**config.mk**
```make
export PLATFORM = sky130hd
export DESIGN_NAME = rpatch_unit
export DESIGN_NICKNAME = d
export VERILOG_FILES = /design/src/rtl/rpatch_pkg.sv /design/src/rtl/rpatch_regs.sv /design/src/rtl/rpatch_cmp.sv /design/src/rtl/rpatch_sel.sv /design/src/rtl/rpatch_unit.sv
export SDC_FILE = /design/constraint.sdc
export NUM_CORES = 1
export LEC_CHECK = 0
export BUFFER_PORTS_ARGS = -buffer_cell sky130_fd_sc_hd__buf_2
export CAP_MARGIN = 20
export CORE_MARGIN = 3
export CORE_UTILIZATION = 52
export CTS_CLUSTER_DIAMETER = 200
export DETAILED_ROUTE_END_ITERATION = 10
export HOLD_SLACK_MARGIN = 0.15
export PLACE_DENSITY = 0.78
export SLEW_MARGIN = 20
export SYNTH_ARGS = -nofsm -noshare
export SYNTH_HDL_FRONTEND = slang
export SYNTH_SLANG_ARGS = --single-unit
```
**constraint.sdc**
```tcl
create_clock -name clk -period 2.1 [get_ports clk]
set_input_delay 0 -clock clk [delete_from_list [all_inputs] [get_ports clk]]
set_output_delay 0 -clock clk [all_outputs]
set_load 0.005 [all_outputs]
```
**src/rtl/rpatch_pkg.sv**
```systemverilog
package rpatch_pkg;
  localparam int ADDR_W = 16;
  localparam int DATA_W = 8;
  typedef logic [ADDR_W-1:0] addr_t;
  typedef logic [DATA_W-1:0] byte_t;
endpackage

```
**src/rtl/rpatch_regs.sv**
```systemverilog
module rpatch_regs
  import rpatch_pkg::*;
#(
  parameter int    NUM_SLOTS = 2,
  parameter addr_t REG_BASE  = 16'h020A
) (
  input  logic                       clk,
  input  logic                       rst_n,
  input  logic                       wr_i,
  input  logic                       rd_i,
  input  addr_t                      addr_i,
  input  byte_t                      wdata_i,
  output byte_t                      rdata_o,
  output logic                       hit_o,
  output addr_t [NUM_SLOTS-1:0]      slot_addr_o,
  output logic  [NUM_SLOTS-1:0]      slot_en_o
);
  localparam int    NREG    = 2 * NUM_SLOTS + 1;
  localparam addr_t EN_OFS  = addr_t'(2 * NUM_SLOTS);

  addr_t ofs;
  logic  in_range;
  logic  wr_ok;

  assign ofs      = addr_i - REG_BASE;
  assign in_range = (addr_i >= REG_BASE) && (ofs < addr_t'(NREG));
  assign wr_ok    = wr_i && in_range;
  assign hit_o    = (wr_i || rd_i) && in_range;

  byte_t [NUM_SLOTS-1:0] hi_q;
  byte_t [NUM_SLOTS-1:0] lo_q;
  logic  [NUM_SLOTS-1:0] en_q;

  for (genvar k = 0; k < NUM_SLOTS; k++) begin : g_slot
    always_ff @(posedge clk or negedge rst_n) begin
      if (!rst_n) begin
        hi_q[k] <= '0;
        lo_q[k] <= '0;
      end else if (wr_ok) begin
        if (ofs == addr_t'(2 * k))     hi_q[k] <= wdata_i;
        if (ofs == addr_t'(2 * k + 1)) lo_q[k] <= wdata_i;
      end
    end
    assign slot_addr_o[k] = {hi_q[k], lo_q[k]};
  end

  always_ff @(posedge clk or negedge rst_n) begin
    if (!rst_n)                        en_q <= '0;
    else if (wr_ok && ofs == EN_OFS)   en_q <= wdata_i[NUM_SLOTS-1:0];
  end
  assign slot_en_o = en_q;

  always_comb begin
    rdata_o = '0;
    if (rd_i && in_range) begin
      for (int k = 0; k < NUM_SLOTS; k++) begin
        if (ofs == addr_t'(2 * k))     rdata_o = hi_q[k];
        if (ofs == addr_t'(2 * k + 1)) rdata_o = lo_q[k];
      end
      if (ofs == EN_OFS) rdata_o[NUM_SLOTS-1:0] = en_q;
    end
  end
endmodule

```
**src/rtl/rpatch_cmp.sv**
```systemverilog
module rpatch_cmp
  import rpatch_pkg::*;
(
  input  logic  fetch_i,
  input  addr_t fetch_addr_i,
  input  addr_t slot_addr_i,
  input  logic  slot_en_i,
  output logic  match_o
);
  assign match_o = fetch_i && slot_en_i && (fetch_addr_i == slot_addr_i);
endmodule

```
**src/rtl/rpatch_sel.sv**
```systemverilog
module rpatch_sel
  import rpatch_pkg::*;
#(
  parameter int    NUM_SLOTS  = 2,
  parameter addr_t VEC_BASE   = 16'h0300,
  parameter addr_t VEC_STRIDE = 16'h0020
) (
  input  logic [NUM_SLOTS-1:0] match_i,
  output logic                 redir_o,
  output addr_t                vec_o,
  output logic [NUM_SLOTS-1:0] grant_o
);
  always_comb begin
    grant_o = '0;
    vec_o   = '0;
    for (int k = NUM_SLOTS - 1; k >= 0; k--) begin
      if (match_i[k]) begin
        grant_o    = '0;
        grant_o[k] = 1'b1;
        vec_o      = VEC_BASE + addr_t'(k) * VEC_STRIDE;
      end
    end
    redir_o = |match_i;
  end
endmodule

```
**src/rtl/rpatch_unit.sv**
```systemverilog
module rpatch_unit
  import rpatch_pkg::*;
#(
  parameter int    NUM_SLOTS  = 2,
  parameter addr_t REG_BASE   = 16'h020A,
  parameter addr_t VEC_BASE   = 16'h0300,
  parameter addr_t VEC_STRIDE = 16'h0020
) (
  input  logic                 clk,
  input  logic                 rst_n,
  input  logic                 bus_wr_i,
  input  logic                 bus_rd_i,
  input  logic [15:0]          bus_addr_i,
  input  logic [7:0]           bus_wdata_i,
  output logic [7:0]           bus_rdata_o,
  output logic                 bus_hit_o,
  input  logic                 fetch_i,
  input  logic [15:0]          fetch_addr_i,
  output logic                 redir_o,
  output logic [15:0]          redir_vec_o,
  output logic [NUM_SLOTS-1:0] redir_slot_o
);
  addr_t [NUM_SLOTS-1:0] slot_addr;
  logic  [NUM_SLOTS-1:0] slot_en;
  logic  [NUM_SLOTS-1:0] slot_match;

  rpatch_regs #(.NUM_SLOTS(NUM_SLOTS), .REG_BASE(REG_BASE)) u_regs (
    .clk(clk), .rst_n(rst_n), .wr_i(bus_wr_i), .rd_i(bus_rd_i),
    .addr_i(bus_addr_i), .wdata_i(bus_wdata_i), .rdata_o(bus_rdata_o),
    .hit_o(bus_hit_o), .slot_addr_o(slot_addr), .slot_en_o(slot_en)
  );

  for (genvar k = 0; k < NUM_SLOTS; k++) begin : g_cmp
    rpatch_cmp u_cmp (
      .fetch_i(fetch_i), .fetch_addr_i(fetch_addr_i),
      .slot_addr_i(slot_addr[k]), .slot_en_i(slot_en[k]),
      .match_o(slot_match[k])
    );
  end

  rpatch_sel #(.NUM_SLOTS(NUM_SLOTS), .VEC_BASE(VEC_BASE), .VEC_STRIDE(VEC_STRIDE)) u_sel (
    .match_i(slot_match), .redir_o(redir_o), .vec_o(redir_vec_o), .grant_o(redir_slot_o)
  );
endmodule

```
# [Word-level counts from Yosys, hierarchy flattened]
# Index checks and enable logic that the tools add are counted.
[totals] regBits=34 latchBits=0 ram_bits=0 rom_bits=0 inputBits=45 out_inout_bits=28 word_cells=40 mem_count=0
[op_classes] addsub=1 multipliers=0 div=0 order_cmp=2 n_eq_ne=6 n_shift=0 mux=10 n_bitwise=0 n_reduce_logical=16
[ops] op="$mux 8" n=5
[ops] op="$eq 16x16->1" n=2
[ops] op="$eq 16x2->1 const B" n=2
[ops] op="$mux 10" n=2
[ops] op="$eq 16x1->1 const B" n=1
[ops] op="$eq 16x3->1 const B" n=1
[ops] op="$ge 16x10->1 const B" n=1
[ops] op="$logic_not 16->1" n=1
[ops] op="$lt 16x3->1 const B" n=1
[ops] op="$sub 16x10->16 const B" n=1
[ops] op="$logic_and 1x1->1" n=9
[ops] op="$reduce_and 2->1" n=4
[ops] op="$mux 2" n=3
[ops] op="$reduce_or 2->1" n=1
[ops] op="$logic_or 1x1->1" n=1

# [Longest topological paths before layout]
# Gate-level depths: netlist of the first run.
[depth] word_depth=8 depth_mapped=8 ltp_nobuf=7

# [Hierarchy]
# Synthesis of the first run repeated with hierarchy kept, for this count alone.
[unflattened] cells_unflattened=220 area_unflattened_um2=2444.8
[modules_own_cells] mod="rpatch_regs" n_inst=1 cells_per_inst=156 area_per_inst_um2=1933.1 seq_area_each_um2=850.8
[modules_own_cells] mod="rpatch_cmp" n_inst=2 cells_per_inst=22 area_per_inst_um2=183.9 seq_area_each_um2=0.0
[modules_own_cells] mod="rpatch_sel" n_inst=1 cells_per_inst=20 area_per_inst_um2=143.9 seq_area_each_um2=0.0

# [Worst setup path before layout of the first run]
# No wires, ideal clock.
[synth_path] path_type="input -> register" from="in bus_addr_i[7]" to="reg u_regs.lo_q, in the netlist u_regs.slot_addr_o[0]" setup_time_ns=0.125 t_arrival_ns=1.955 t_required_ns=1.975 slack_ns=0.020 path_stages=5 n_path_buf=0 cell_sequence="or4_4 > o31ai_2 > xor2_2 > a2111oi_4 > mux2_2"
[synth_via] elab_chain_cells=5 word_cells_on_any_way=7 classes_between="add/sub (1); order compare (2); eq/ne (1); reduce/logical (3)"
[synth_rtl] item="start: declaration" line_no="rpatch_unit.sv:13" rtl="input logic [15:0] bus_addr_i,"
[synth_rtl] item="$sub 16x10->16" line_no="rpatch_regs.sv:25" rtl="assign ofs = addr_i - REG_BASE;"
[synth_rtl] item="$lt 16x3->1" line_no="rpatch_regs.sv:26" rtl="assign in_range = (addr_i >= REG_BASE) && (ofs < addr_t'(NREG));"
[synth_rtl] item="$logic_and 1x1->1" line_no="rpatch_regs.sv:26"
[synth_rtl] item="$logic_and 1x1->1" line_no="rpatch_regs.sv:27" rtl="assign wr_ok = wr_i && in_range;"
[synth_rtl] item="$reduce_and 2->1 (no source line) *"
[synth_rtl] item="end signal: indexed assignment" line_no="rpatch_regs.sv:41" rtl="if (ofs == addr_t'(2 * k + 1)) lo_q[k] <= wdata_i;"
[synth_rtl] item="end: declaration" line_no="rpatch_regs.sv:31" rtl="byte_t [NUM_SLOTS-1:0] lo_q;"
# Mark *: on every way between the ends. The rest lies on a longest branch, timed or not.
# A chain may end at the register's enable or synchronous reset.

# [Final worst setup path of the first run]
[layout_path] from="reg u_regs.lo_q, in the netlist u_regs.slot_addr_o[4]" to="out redir_vec_o[8]"
[layout_via] elab_chain_cells=3
[layout_rtl] item="$eq 16x16->1" line_no="rpatch_cmp.sv:10" rtl="assign match_o = fetch_i && slot_en_i && (fetch_addr_i == slot_addr_i);"
[layout_rtl] item="$logic_and 1x1->1" line_no="rpatch_cmp.sv:10"
[layout_rtl] item="$mux 10" line_no="rpatch_sel.sv:17" rtl="if (match_i[k]) begin"
[layout_rtl] item="end: declaration" line_no="rpatch_unit.sv:20" rtl="output logic [15:0] redir_vec_o,"
# Every way passes these cells.

==> load_flow_metrics.sql, run 1 <==
INSERT INTO impl_metrics (metric_group, metric, value, unit) VALUES
('clocking', 'cts-buffers-inserted', '5', ''),
('flow_run', 'count_of_max_cap_constraint_violations', '0', ''),
('worst_setup_path', 'cp-end-kind', 'primary output', ''),
('die', 'ioPinCount', '73', ''),
('route', 'post_dr_vias_cell', '5.739', ''),
('worst_setup_path', 'worst_path_cell_chain', 'xnor2_1 -> nand4_1 -> or4_4 -> nor4_4 -> nand2b_4 -> buf_2', ''),
('die', 'die-width', '75.25', 'um'),
('synth', 'postSynthRegisterBits', '34', ''),
('worst_setup_path', 'setup.reg_to_reg.worst_slack', '1.18', 'ns'),
('worst_setup_path', 'critical-path-top-delay-family', 'simple AND/OR/NAND/NOR gates', ''),
('cells_and_area', 'nNetsFinal', '346', ''),
('synth', 'synth_area_per_cell', '11.76', 'um2'),
('placement', 'finalWeightedCongestion', '0.8771', ''),
('power', 'power.leakage', '1.428', 'nW'),
('timing', 'min_period_over_period', '103.3', '%'),
('synth', 'netlist_instances', '212', ''),
('timing', 'setup-violations-final', '3', ''),
('placement', 'dpl-instance-area', '0.002934', 'mm2'),
('run_status', 'failed_checks', 'setup timing', ''),
('placement', 'port_buffers', '59', ''),
('cells_and_area', 'synthToLayoutAreaGrowth', '29.75', '%'),
('worst_setup_path', 'worst_path_largest_cell_delay', '0.59', 'ns'),
('timing', 'slew-limit-headroom', '48.35', '%'),
('synth', 'number_of_flops_mapped_to_enable_cells_by_yosys', '0', ''),
('cells_and_area', 'finalCoreUtilization', '71.83', '%'),
('clocking', 'cts_root_buffer', 'clkbuf_8', ''),
('clocking', 'cts_tree', 'built', ''),
('die', 'floorplan.die.height', '75.25', 'um'),
('cells_and_area', 'leading_cell_types_in_the_layout_fill_and_taps_excluded', 'buf_2 (56), mux2_2 (34), dfrtp_1 (34)', ''),
('worst_setup_path', 'timing.critical_path.from_type', 'register', ''),
('synth', 'post_synth_instance_area', '0.002494', 'mm2'),
('timing', 'setup_tns', '-0.1686', 'ns'),
('timing', 'fin_crit', '2.170', 'ns'),
('timing', 'layout_setup_ws', '-0.06985', 'ns'),
('timing', 'final_max_slew_viol_count', '0', ''),
('worst_setup_path', 'crit_path_required_time', '2.10', 'ns'),
('clocking', 'h-tree-depth', '2', ''),
('die', 'core_outline_area', '0.004504', 'mm2'),
('worst_setup_path', 'cp_bufs_invs', '1', ''),
('hold_path', 'hold_path.class', 'in2async', ''),
('grt', 'wire_length_of_the_first_global_routing_pass', '10190', 'um'),
('timing', 'rsz0062_at_grt', 'true', ''),
('grt', 'grt-ovfl-total', '0', ''),
('clocking', 'clock_latency', '0.30', 'ns'),
('worst_setup_path', 'critical_path_class', 'reg2out', ''),
('synth', 'synthArstFlopShare', '100.0', '%'),
('die', 'placement_rows', '24', ''),
('cells_and_area', 'insertedDiodeCount', '0', ''),
('timing', 'final.setup_skew', '0', 'ns'),
('clocking', 'cts_sinks', '34', ''),
('route', 'drt_first_iter_violations', '75', ''),
('route', 'drt_pre_antenna_iters', '4', ''),
('die', 'dieArea', '0.005663', 'mm2'),
('route', 'sum_of_routed_wire_length_over_all_layers', '6490', 'um'),
('grt', 'grt_pass1_vias', '2063', ''),
('timing', 'final_hold_viol_count', '0', ''),
('worst_setup_path', 'startpoint_of_the_worst_slack_reg_to_reg_timing_path', 'u_regs.slot_addr_o[8]$_DFFE_PN0P_', ''),
('worst_setup_path', 'crit_fanout', '3', ''),
('synth', 'synth-warning-count', '0', ''),
('worst_setup_path', 'critical_path.reg2reg.endpoint', 'u_regs.slot_addr_o[8]$_DFFE_PN0P_', ''),
('power', 'ir_worst_vdd', '0.0004530', 'V'),
('route', 'num_vias', '2026', ''),
('worst_setup_path', 'critical_path.slowest_cell', 'or4_4', ''),
('synth', 'yosys_most_used_dff', 'dfrtp_1', ''),
('clocking', 'cts.clk_slew.worst_paths', '0.07', 'ns'),
('placement', 'hpwl', '4812', 'um'),
('power', 'power_density', '447.6', 'mW/mm2'),
('run_status', 'result_of_the_run', 'finished, violations left', ''),
('grt', 'globalRouteTotalUtil', '24.74', '%'),
('die', 'starting_utilization_of_the_core_area', '55.36', '%'),
('cells_and_area', 'mostFrequentLayoutCell', 'buf_2', '');
-- layer usage --
metal	routed length, um	GRT usage, %	up-vias
met5	0	0	-
met2	3248	41.78	85
met3	446	4.539	13
met1	2677	32.19	993
li1	-	-	935
met4	119	8.155	0
-- cell type report --
class	count	area [um2]
timing repair buffer	91	601.8
sequential	34	850.8
multi-input combinational	166	1615
fill	341	1269
tap	52	65.06
clock buffer	6	82.58
inverter	2	7.507
clock inverter	2	12.51
-- state kept, by name, indices dropped and copies added, names as in the netlist --
signal,flops
u_regs.slot_en_o,2
u_regs.slot_addr_o,32
-- repair_timing --
| item | CTS | global route |
|---|---|---|
| setup buffers | 0 | 2 |
| endpoints found under the setup margin | 15 | 14 |
| hold buffers | 9 | 0 |
| endpoints found under the hold margin | 68 | 0 |
| pin swaps | 0 | 3 |
| gates resized for setup | 7 | 9 |
-- logic make-up after synthesis --
logic type | share of synthesized area (%)
and+or+nand+nor | 13.80
muxes | 22.58
xor gates and xnor gates | 12.24
DFF | 34.12
buffers and inverters | 6.222
AOI/OAI and AO/OA | 10.39
adders and majority gates | 0.5017
other | 0.1504
-- where the power goes --
part / total [W] / internal (W) / switching, W
registers: 0.000655 / 0.000655 / 0.000000320
clock network: 0.000525 / 0.000264 / 0.000261
logic: 0.000269 / 0.000119 / 0.000149
total: 0.00145 / 0.00104 / 0.000411
-- synthesized netlist by cell type (all sizes together) (2+ instances only) --
| cell | count | area (um2) |
|---|---|---|
| o21a | 2 | 15.01 |
| buf | 20 | 140.1 |
| nor4 | 4 | 31.28 |
| dfrtp | 34 | 850.8 |
| a2111oi | 5 | 125.1 |
| o21ai | 4 | 20.01 |
| nor3b | 3 | 22.52 |
| or4 | 3 | 26.27 |
| xnor2 | 30 | 262.8 |
| inv | 2 | 7.510 |
| nand3 | 2 | 10.01 |
| a31oi | 2 | 27.53 |
| nand2 | 9 | 33.78 |
| mux4 | 8 | 180.2 |
| mux2 | 34 | 382.9 |
| nand4 | 7 | 43.79 |
| nor2b | 2 | 12.51 |
| xor2 | 4 | 42.55 |
| nor3 | 4 | 20.02 |
| o211ai | 5 | 37.54 |
| nand2b | 5 | 31.28 |
| nor4b | 7 | 61.31 |
| clkbuf | 2 | 7.510 |
| nor2 | 6 | 25.03 |
-- worst max path at each step --
stage	start	endpoint	cells past startpoint
floorplan	bus_addr_i[7]	u_regs.slot_addr_o[0]$_DFFE_PN0P_	5
global placement	bus_addr_i[7]	u_regs.slot_addr_o[18]$_DFFE_PN0P_	7
detailed placement	bus_addr_i[7]	u_regs.slot_addr_o[18]$_DFFE_PN0P_	7
CTS	bus_addr_i[7]	bus_rdata_o[4]	7
global route	u_regs.slot_addr_o[4]$_DFFE_PN0P_	redir_vec_o[8]	6
finish	u_regs.slot_addr_o[4]$_DFFE_PN0P_	redir_vec_o[8]	6
-- metrics by stage --
| stage | instances | power, W | hold slack [ns] |
|---|---|---|---|
| 4_1_cts | 351 | 0.001454 | 0.3205 |
| 3_5_place_dp | 334 | 0.0009116 | 0.1171 |
| 2_1_floorplan | 224 | 0.0007983 | -0.2956 |
| 6_report | 353 | 0.001448 | 0.3132 |
| 3_3_place_gp | 334 | 0.0009077 | 0.1101 |
| 5_1_grt | 353 | 0.001511 | 0.3343 |
(Power assumes the default switching activity.)
==> inputs of run 2 (changes only) <==
--- a/config.mk
+++ b/config.mk
@@ -11,9 +11,11 @@
 export CORE_UTILIZATION = 52
 export CTS_CLUSTER_DIAMETER = 200
 export DETAILED_ROUTE_END_ITERATION = 10
+export GPL_TIMING_DRIVEN = 0
 export HOLD_SLACK_MARGIN = 0.15
 export PLACE_DENSITY = 0.78
 export SLEW_MARGIN = 20
 export SYNTH_ARGS = -nofsm -noshare
 export SYNTH_HDL_FRONTEND = slang
 export SYNTH_SLANG_ARGS = --single-unit
+export TNS_END_PERCENT = 50
==> run 2 against run 1 <==
  * The flow still finishes with violations (setup timing)
  * Fmax up 0.97%
  * Count of clock-buffer cells in the layout unchanged
  * Sequential share of layout area down 1.4 points
==> load_flow_metrics.sql, run 2 (synthesis results as in run 1) <==
INSERT INTO impl_metrics (metric_group, metric, value, unit) VALUES
('run_status', 'result_of_the_run', 'finished, violations left', ''),
('run_status', 'failed_checks', 'setup timing', ''),
('worst_setup_path', 'startpoint_of_the_worst_slack_reg_to_reg_timing_path', 'u_regs.slot_addr_o[8]$_DFFE_PN0P_', ''),
('cells_and_area', 'nNetsFinal', '356', ''),
('cells_and_area', 'instances_no_fill', '363', ''),
('placement', 'dp.cells', '335', ''),
('worst_setup_path', 'critical_path.reg2reg.endpoint', 'u_regs.slot_addr_o[8]$_DFFE_PN0P_', ''),
('grt', 'groute.layer.met1.usage', '31.13', '%'),
('grt', 'wire_length_of_the_first_global_routing_pass', '9880', 'um'),
('power', 'power.leakage', '1.513', 'nW'),
('clocking', 'cts_tree', 'built', ''),
('die', 'die-width', '75.25', 'um'),
('cells_and_area', 'mostFrequentLayoutCell', 'buf_2', ''),
('placement', 'preCtsSetupSlack', '-0.5530', 'ns'),
('clocking', 'clock_latency', '0.29', 'ns'),
('worst_setup_path', 'worst_path_cell_chain', 'xnor2_1 -> nand4_1 -> or4_4 -> nor4_4 -> nand2b_4 -> buf_6 -> buf_6', ''),
('route', 'num_vias', '2025', ''),
('worst_setup_path', 'crit_fanout', '3', ''),
('die', 'starting_utilization_of_the_core_area', '55.36', '%'),
('die', 'floorplan.die.height', '75.25', 'um'),
('worst_setup_path', 'cp_common_cell', 'buf_6', ''),
('cells_and_area', 'leading_cell_types_in_the_layout_fill_and_taps_excluded', 'buf_2 (56), mux2_2 (34), dfrtp_1 (34)', ''),
('placement', 'hpwl', '4576', 'um'),
('grt', 'busiest_layer_in_global_routing', 'met2', ''),
('clocking', 'cts_root_buffer', 'clkbuf_8', ''),
('route', 'sum_of_routed_wire_length_over_all_layers', '6624', 'um'),
('cells_and_area', 'synthToLayoutAreaGrowth', '37.18', '%'),
('power', 'power_density', '427.0', 'mW/mm2'),
('placement', 'port_buffers', '59', ''),
('route', 'drt_pre_antenna_iters', '4', ''),
('timing', 'final_hold_viol_count', '0', ''),
('timing', 'hold_ws', '0.3108', 'ns'),
('timing', 'worstMarginPinSlew', '0.8216', 'ns'),
('route', 'ant_nets_after_route', '0', ''),
('power', 'finalPower', '0.001461', 'W'),
('timing', 'slew-limit-headroom', '45.23', '%'),
('cells_and_area', 'insertedDiodeCount', '0', ''),
('cells_and_area', 'drive_above_1_share', '55.63', '%'),
('cells_and_area', 'area_of_the_multi_input_gates', '0.001730', 'mm2'),
('clocking', 'cts.clk_slew.worst_paths', '0.07', 'ns'),
('worst_setup_path', 'crit_path_required_time', '2.10', 'ns'),
('clocking', 'cts_sinks', '34', ''),
('clocking', 'cts_buffer_depth', '2', ''),
('worst_setup_path', 'critical_path.slowest_cell', 'or4_4', ''),
('grt', 'globalRouteTotalUtil', '23.96', '%'),
('worst_setup_path', 'crit_end', 'redir_vec_o[8]', ''),
('route', 'drt_first_iter_violations', '112', ''),
('grt', 'grt_max_degree', '35', ''),
('clocking', 'h-tree-depth', '2', ''),
('die', 'ioPinCount', '73', ''),
('worst_setup_path', 'worst_r2r_path_depth', '2', ''),
('worst_setup_path', 'worstSetupStartpoint', 'u_regs.slot_addr_o[8]$_DFFE_PN0P_', ''),
('cells_and_area', 'final.fill_count', '299', ''),
('timing', 'setup-violations-final', '3', ''),
('timing', 'min_period_over_period', '102.3', '%'),
('grt', 'gr-usage-met3', '5.340', '%'),
('timing', 'fin_crit', '2.149', 'ns'),
('worst_setup_path', 'worst_path_largest_cell_delay', '0.56', 'ns'),
('worst_setup_path', 'crit_arrival', '2.15', 'ns'),
('timing', 'maxClockFrequency', '465.3', 'MHz'),
('route', 'wire_per_inst', '18.25', 'um'),
('cells_and_area', 'layout.area.seq', '850.8', 'um2'),
('route', 'post_dr_vias_cell', '5.579', ''),
('grt', 'antenna_found_initial', '0', ''),
('die', 'dieArea', '0.005663', 'mm2'),
('grt', 'grt-ovfl-total', '0', ''),
('grt', 'grt_util_met2', '40.33', '%'),
('flow_run', 'count_of_max_cap_constraint_violations', '0', ''),
('placement', 'finalWeightedCongestion', '0.8370', ''),
('route', 'post-route-drc-count', '0', ''),
('die', 'placement_rows', '24', ''),
('timing', 'rsz0062_at_grt', 'true', ''),
('clocking', 'cts-buffers-inserted', '5', ''),
('timing', 'final.setup_skew', '0', 'ns'),
('grt', 'grt_pass1_vias', '1987', ''),
('cells_and_area', 'finalCoreUtilization', '75.94', '%'),
('worst_setup_path', 'timing.critical_path.from_type', 'register', ''),
('worst_setup_path', 'critical_path_class', 'reg2out', ''),
('worst_setup_path', 'cp-end-kind', 'primary output', ''),
('worst_setup_path', 'setup.reg_to_reg.worst_slack', '1.20', 'ns'),
('cells_and_area', 'max_ffs_per_register', '32', ''),
('timing', 'final_max_slew_viol_count', '0', ''),
('timing', 'layout_setup_ws', '-0.04905', 'ns'),
('hold_path', 'hold_path.class', 'in2async', ''),
('die', 'core_outline_area', '0.004504', 'mm2'),
('power', 'ir_worst_vdd', '0.0004527', 'V');
[run 2: worst min-delay path by stage]
stage                       start                                  to  slack, ns
floorplan                   rst_n   u_regs.slot_addr_o[0]$_DFFE_PN0P_      -0.30
global placement            rst_n  u_regs.slot_addr_o[10]$_DFFE_PN0P_       0.10
detailed placement          rst_n  u_regs.slot_addr_o[10]$_DFFE_PN0P_       0.11
CTS                 bus_addr_i[7]     u_regs.slot_en_o[1]$_DFFE_PN0P_       0.30
global route        bus_addr_i[7]     u_regs.slot_en_o[1]$_DFFE_PN0P_       0.34
finish                      rst_n  u_regs.slot_addr_o[18]$_DFFE_PN0P_       0.31
[run 2: area by class of cell]
type | instances | area share, %
clock buffers | 6 | 2.414
flip-flops and latches | 34 | 24.87
plain buffers | 19 | 4.279
repair buffers | 82 | 15.36
multi-input cells | 166 | 50.59
inverters | 2 | 0.2195
well taps | 52 | 1.902
clock inverters | 2 | 0.3658
[run 2: what timing repair did]
item                                    in CTS  in global routing
hold endpoints to repair                    68                  0
resized for setup                           24                 14
hold buffers                                 9                  0
setup buffers                                6                  8
endpoints found under the setup margin      47                 44
pin swaps                                    8                  5
[run 2: power by group]
part / internal, W / total [W] / switching, W
combinational: 0.000127 / 0.000291 / 0.000164
clock: 0.000263 / 0.000515 / 0.000251
sequential: 0.000655 / 0.000655 / 0.000000332
[run 2: metrics by stage]
step	cell area, um2	TNS [ns]
final	3421	-0.09711
after global routing	3421	-0.4085
after CTS	3287	-1.218
after detailed placement	2899	-18.61
after global placement	2899	-16.48
after floorplan	2539	0
[run 2: critical path: cells and delay by family (launching register included)]
family / cells / cell delay, ns
and+or+nand+nor: 4 / 1.09
DFF: 1 / 0.40
xor gates and xnor gates: 1 / 0.19
buffers and inverters: 2 / 0.18
[run 2: routing by layer]
layer / routed length, um / up-vias
li1: - / 952
met1: 2713 / 1002
met2: 3483 / 61
met3: 331 / 10
met4: 95 / 0
met5: 0 / -
==> inputs of run 3 (changes only) <==
--- a/config.mk
+++ b/config.mk
@@ -8,12 +8,14 @@
 export BUFFER_PORTS_ARGS = -buffer_cell sky130_fd_sc_hd__buf_2
 export CAP_MARGIN = 20
 export CORE_MARGIN = 3
-export CORE_UTILIZATION = 52
+export CORE_UTILIZATION = 54
+export CTS_BUF_LIST = sky130_fd_sc_hd__clkbuf_2 sky130_fd_sc_hd__clkbuf_4 sky130_fd_sc_hd__clkbuf_8
 export CTS_CLUSTER_DIAMETER = 200
+export CTS_CLUSTER_SIZE = 30
 export DETAILED_ROUTE_END_ITERATION = 10
 export GPL_TIMING_DRIVEN = 0
 export HOLD_SLACK_MARGIN = 0.15
-export PLACE_DENSITY = 0.78
+export PLACE_DENSITY = 0.81
 export SLEW_MARGIN = 20
 export SYNTH_ARGS = -nofsm -noshare
 export SYNTH_HDL_FRONTEND = slang
==> run 3 against run 2 <==
  * The flow still finishes with violations (setup timing)
  * Design area fell by 1.0%
  * Sequential share of layout area rose by 0.26 points
  * Sequential power barely moved
  * Worst hold slack improved by 0.0076 ns
  * Fmax rose by 0.80%
  * Non-clock buffer count fell by 1
  * Largest power group unchanged
  * Count of clock-buffer cells in the layout did not move
  * Total power fell by 4.0%
  * Core utilization rose by 0.76 points
==> load_flow_metrics.sql, run 3 (synthesis results as in run 1) <==
INSERT INTO impl_metrics (metric_group, metric, value, unit) VALUES
('timing', 'final.setup_skew', '0', 'ns'),
('route', 'ant_nets_after_route', '0', ''),
('route', 'post_dr_vias_cell', '5.761', ''),
('cells_and_area', 'max_ffs_per_register', '32', ''),
('worst_setup_path', 'timing.critical_path.from_type', 'register', ''),
('power', 'ir_worst_vdd', '0.0004314', 'V'),
('grt', 'antenna_found_initial', '0', ''),
('power', 'power_density', '414.1', 'mW/mm2'),
('route', 'post-route-drc-count', '0', ''),
('route', 'num_vias', '2074', ''),
('timing', 'final_hold_viol_count', '0', ''),
('cells_and_area', 'mostFrequentLayoutCell', 'buf_2', ''),
('die', 'starting_utilization_of_the_core_area', '56.49', '%'),
('cells_and_area', 'synthToLayoutAreaGrowth', '35.78', '%'),
('clocking', 'cts_tree', 'built', ''),
('timing', 'layout_setup_ws', '-0.03208', 'ns'),
('timing', 'worstMarginPinSlew', '0.7736', 'ns'),
('die', 'ioPinCount', '73', ''),
('grt', 'grt-ovfl-total', '0', ''),
('clocking', 'cts-buffers-inserted', '5', ''),
('cells_and_area', 'drive_above_1_share', '54.55', '%'),
('run_status', 'failed_checks', 'setup timing', ''),
('timing', 'min_period_over_period', '101.5', '%'),
('grt', 'wire_length_of_the_first_global_routing_pass', '9680', 'um'),
('placement', 'port_buffers', '59', ''),
('clocking', 'cts_sinks', '34', ''),
('cells_and_area', 'instances_no_fill', '360', ''),
('grt', 'globalRouteTotalUtil', '23.71', '%'),
('placement', 'dpl-instance-area', '0.002899', 'mm2'),
('die', 'die-width', '73.96', 'um'),
('timing', 'final_max_slew_viol_count', '0', ''),
('placement', 'preCtsSetupSlack', '-0.5715', 'ns'),
('die', 'floorplan.die.height', '73.96', 'um'),
('clocking', 'clock_latency', '0.28', 'ns'),
('worst_setup_path', 'cp-end-kind', 'primary output', ''),
('timing', 'slew-limit-headroom', '48.42', '%'),
('clocking', 'cts.clk_slew.worst_paths', '0.06', 'ns'),
('cells_and_area', 'leading_cell_types_in_the_layout_fill_and_taps_excluded', 'buf_2 (57), mux2_2 (34), dfrtp_1 (34)', ''),
('die', 'core_outline_area', '0.004414', 'mm2'),
('placement', 'dp.cells', '335', ''),
('die', 'placement_rows', '24', ''),
('worst_setup_path', 'critical_path_class', 'reg2out', ''),
('flow_run', 'count_of_max_cap_constraint_violations', '0', ''),
('grt', 'grt_pass1_vias', '1979', ''),
('route', 'drt_first_iter_violations', '96', ''),
('cells_and_area', 'insertedDiodeCount', '0', ''),
('route', 'sum_of_routed_wire_length_over_all_layers', '6375', 'um'),
('placement', 'finalWeightedCongestion', '0.8137', ''),
('worst_setup_path', 'crit_arrival', '2.13', 'ns'),
('grt', 'grt_max_degree', '35', ''),
('timing', 'rsz0062_at_grt', 'true', ''),
('clocking', 'cts_buffer_depth', '2', ''),
('timing', 'maxClockFrequency', '469.0', 'MHz'),
('hold_path', 'hold_path.class', 'in2async', ''),
('clocking', 'cts_root_buffer', 'clkbuf_8', ''),
('power', 'power.leakage', '1.507', 'nW'),
('worst_setup_path', 'crit_path_required_time', '2.10', 'ns'),
('run_status', 'result_of_the_run', 'finished, violations left', ''),
('timing', 'fin_crit', '2.132', 'ns'),
('timing', 'setup-violations-final', '2', ''),
('cells_and_area', 'layout.cell_area.non_filler', '0.003386', 'mm2'),
('placement', 'hpwl', '4349', 'um'),
('die', 'dieArea', '0.005469', 'mm2'),
('cells_and_area', 'finalCoreUtilization', '76.70', '%'),
('cells_and_area', 'nNetsFinal', '355', ''),
('clocking', 'h-tree-depth', '2', ''),
('route', 'wire_per_inst', '17.71', 'um'),
('worst_setup_path', 'crit_fanout', '3', ''),
('route', 'drt_pre_antenna_iters', '4', '');
-- run 3: final cells by class --
type / count / area (um2)
plain buffers: 19 / 142.6
clock buffers: 6 / 82.58
fillers: 287 / 1028
inverters: 2 / 7.507
multi-input cells: 166 / 1704
flip-flops and latches: 34 / 850.8
well taps: 52 / 65.06
repair buffers: 81 / 533.0
-- run 3: stage by stage --
stage	hold WS (ns)	power [W]	setup TNS [ns]
final	0.3184	0.001402	-0.06271
after global routing	0.3463	0.001457	-0.3437
after CTS	0.3162	0.001398	-0.5456
after detailed placement	0.1023	0.0008977	-18.67
after global placement	0.1017	0.0008950	-16.31
after floorplan	-0.2956	0.0007983	0
-- run 3: critical path, stage by stage (launching register included) --
cell      delay [ns]
dfrtp_1         0.40
xnor2_1         0.20
nand4_1         0.10
or4_4           0.56
nor4_4          0.21
nand2b_4        0.21
buf_6           0.10
buf_6           0.08
-- run 3: worst paths after layout --
check / startpoint / to / slack (ns) / cells after the start
max: u_regs.slot_addr_o[10]$_DFFE_PN0P_ / redir_vec_o[9] / -0.03 / 7
min: rst_n / u_regs.slot_addr_o[17]$_DFFE_PN0P_ / 0.32 / 2
max reg2reg: u_regs.slot_addr_o[4]$_DFFE_PN0P_ / u_regs.slot_addr_o[4]$_DFFE_PN0P_ / 1.16 / 2
min reg2reg: u_regs.slot_en_o[0]$_DFFE_PN0P_ / u_regs.slot_en_o[0]$_DFFE_PN0P_ / 0.54 / 1
max in group asynchronous: rst_n / u_regs.slot_addr_o[19]$_DFFE_PN0P_ / 1.29 / 2
min in group clk: bus_rd_i / bus_rdata_o[0] / 0.32 / 4
-- run 3: power by group --
group	internal, W	switching (W)	leakage, nW
registers	0.000655	0.000000303	0.475
clock network	0.000252	0.000212	0.0431
logic	0.000122	0.000160	0.989
-- run 3: repair_timing --
item | CTS | global route
setup endpoints to repair | 47 | 43
hold buffers | 9 | 0
buffers inserted | 11 | 2
endpoints found under the hold margin | 68 | 0
resized for setup | 21 | 10
pin swaps | 8 | 4
-- run 3: metal layers --
metal,up-vias,routed length (um),track usage [%]
li1,953,-,-
met1,1001,2504,29.55
met2,93,3228,41.04
met3,27,486,5.270
met4,0,155,7.445
met5,-,0,0
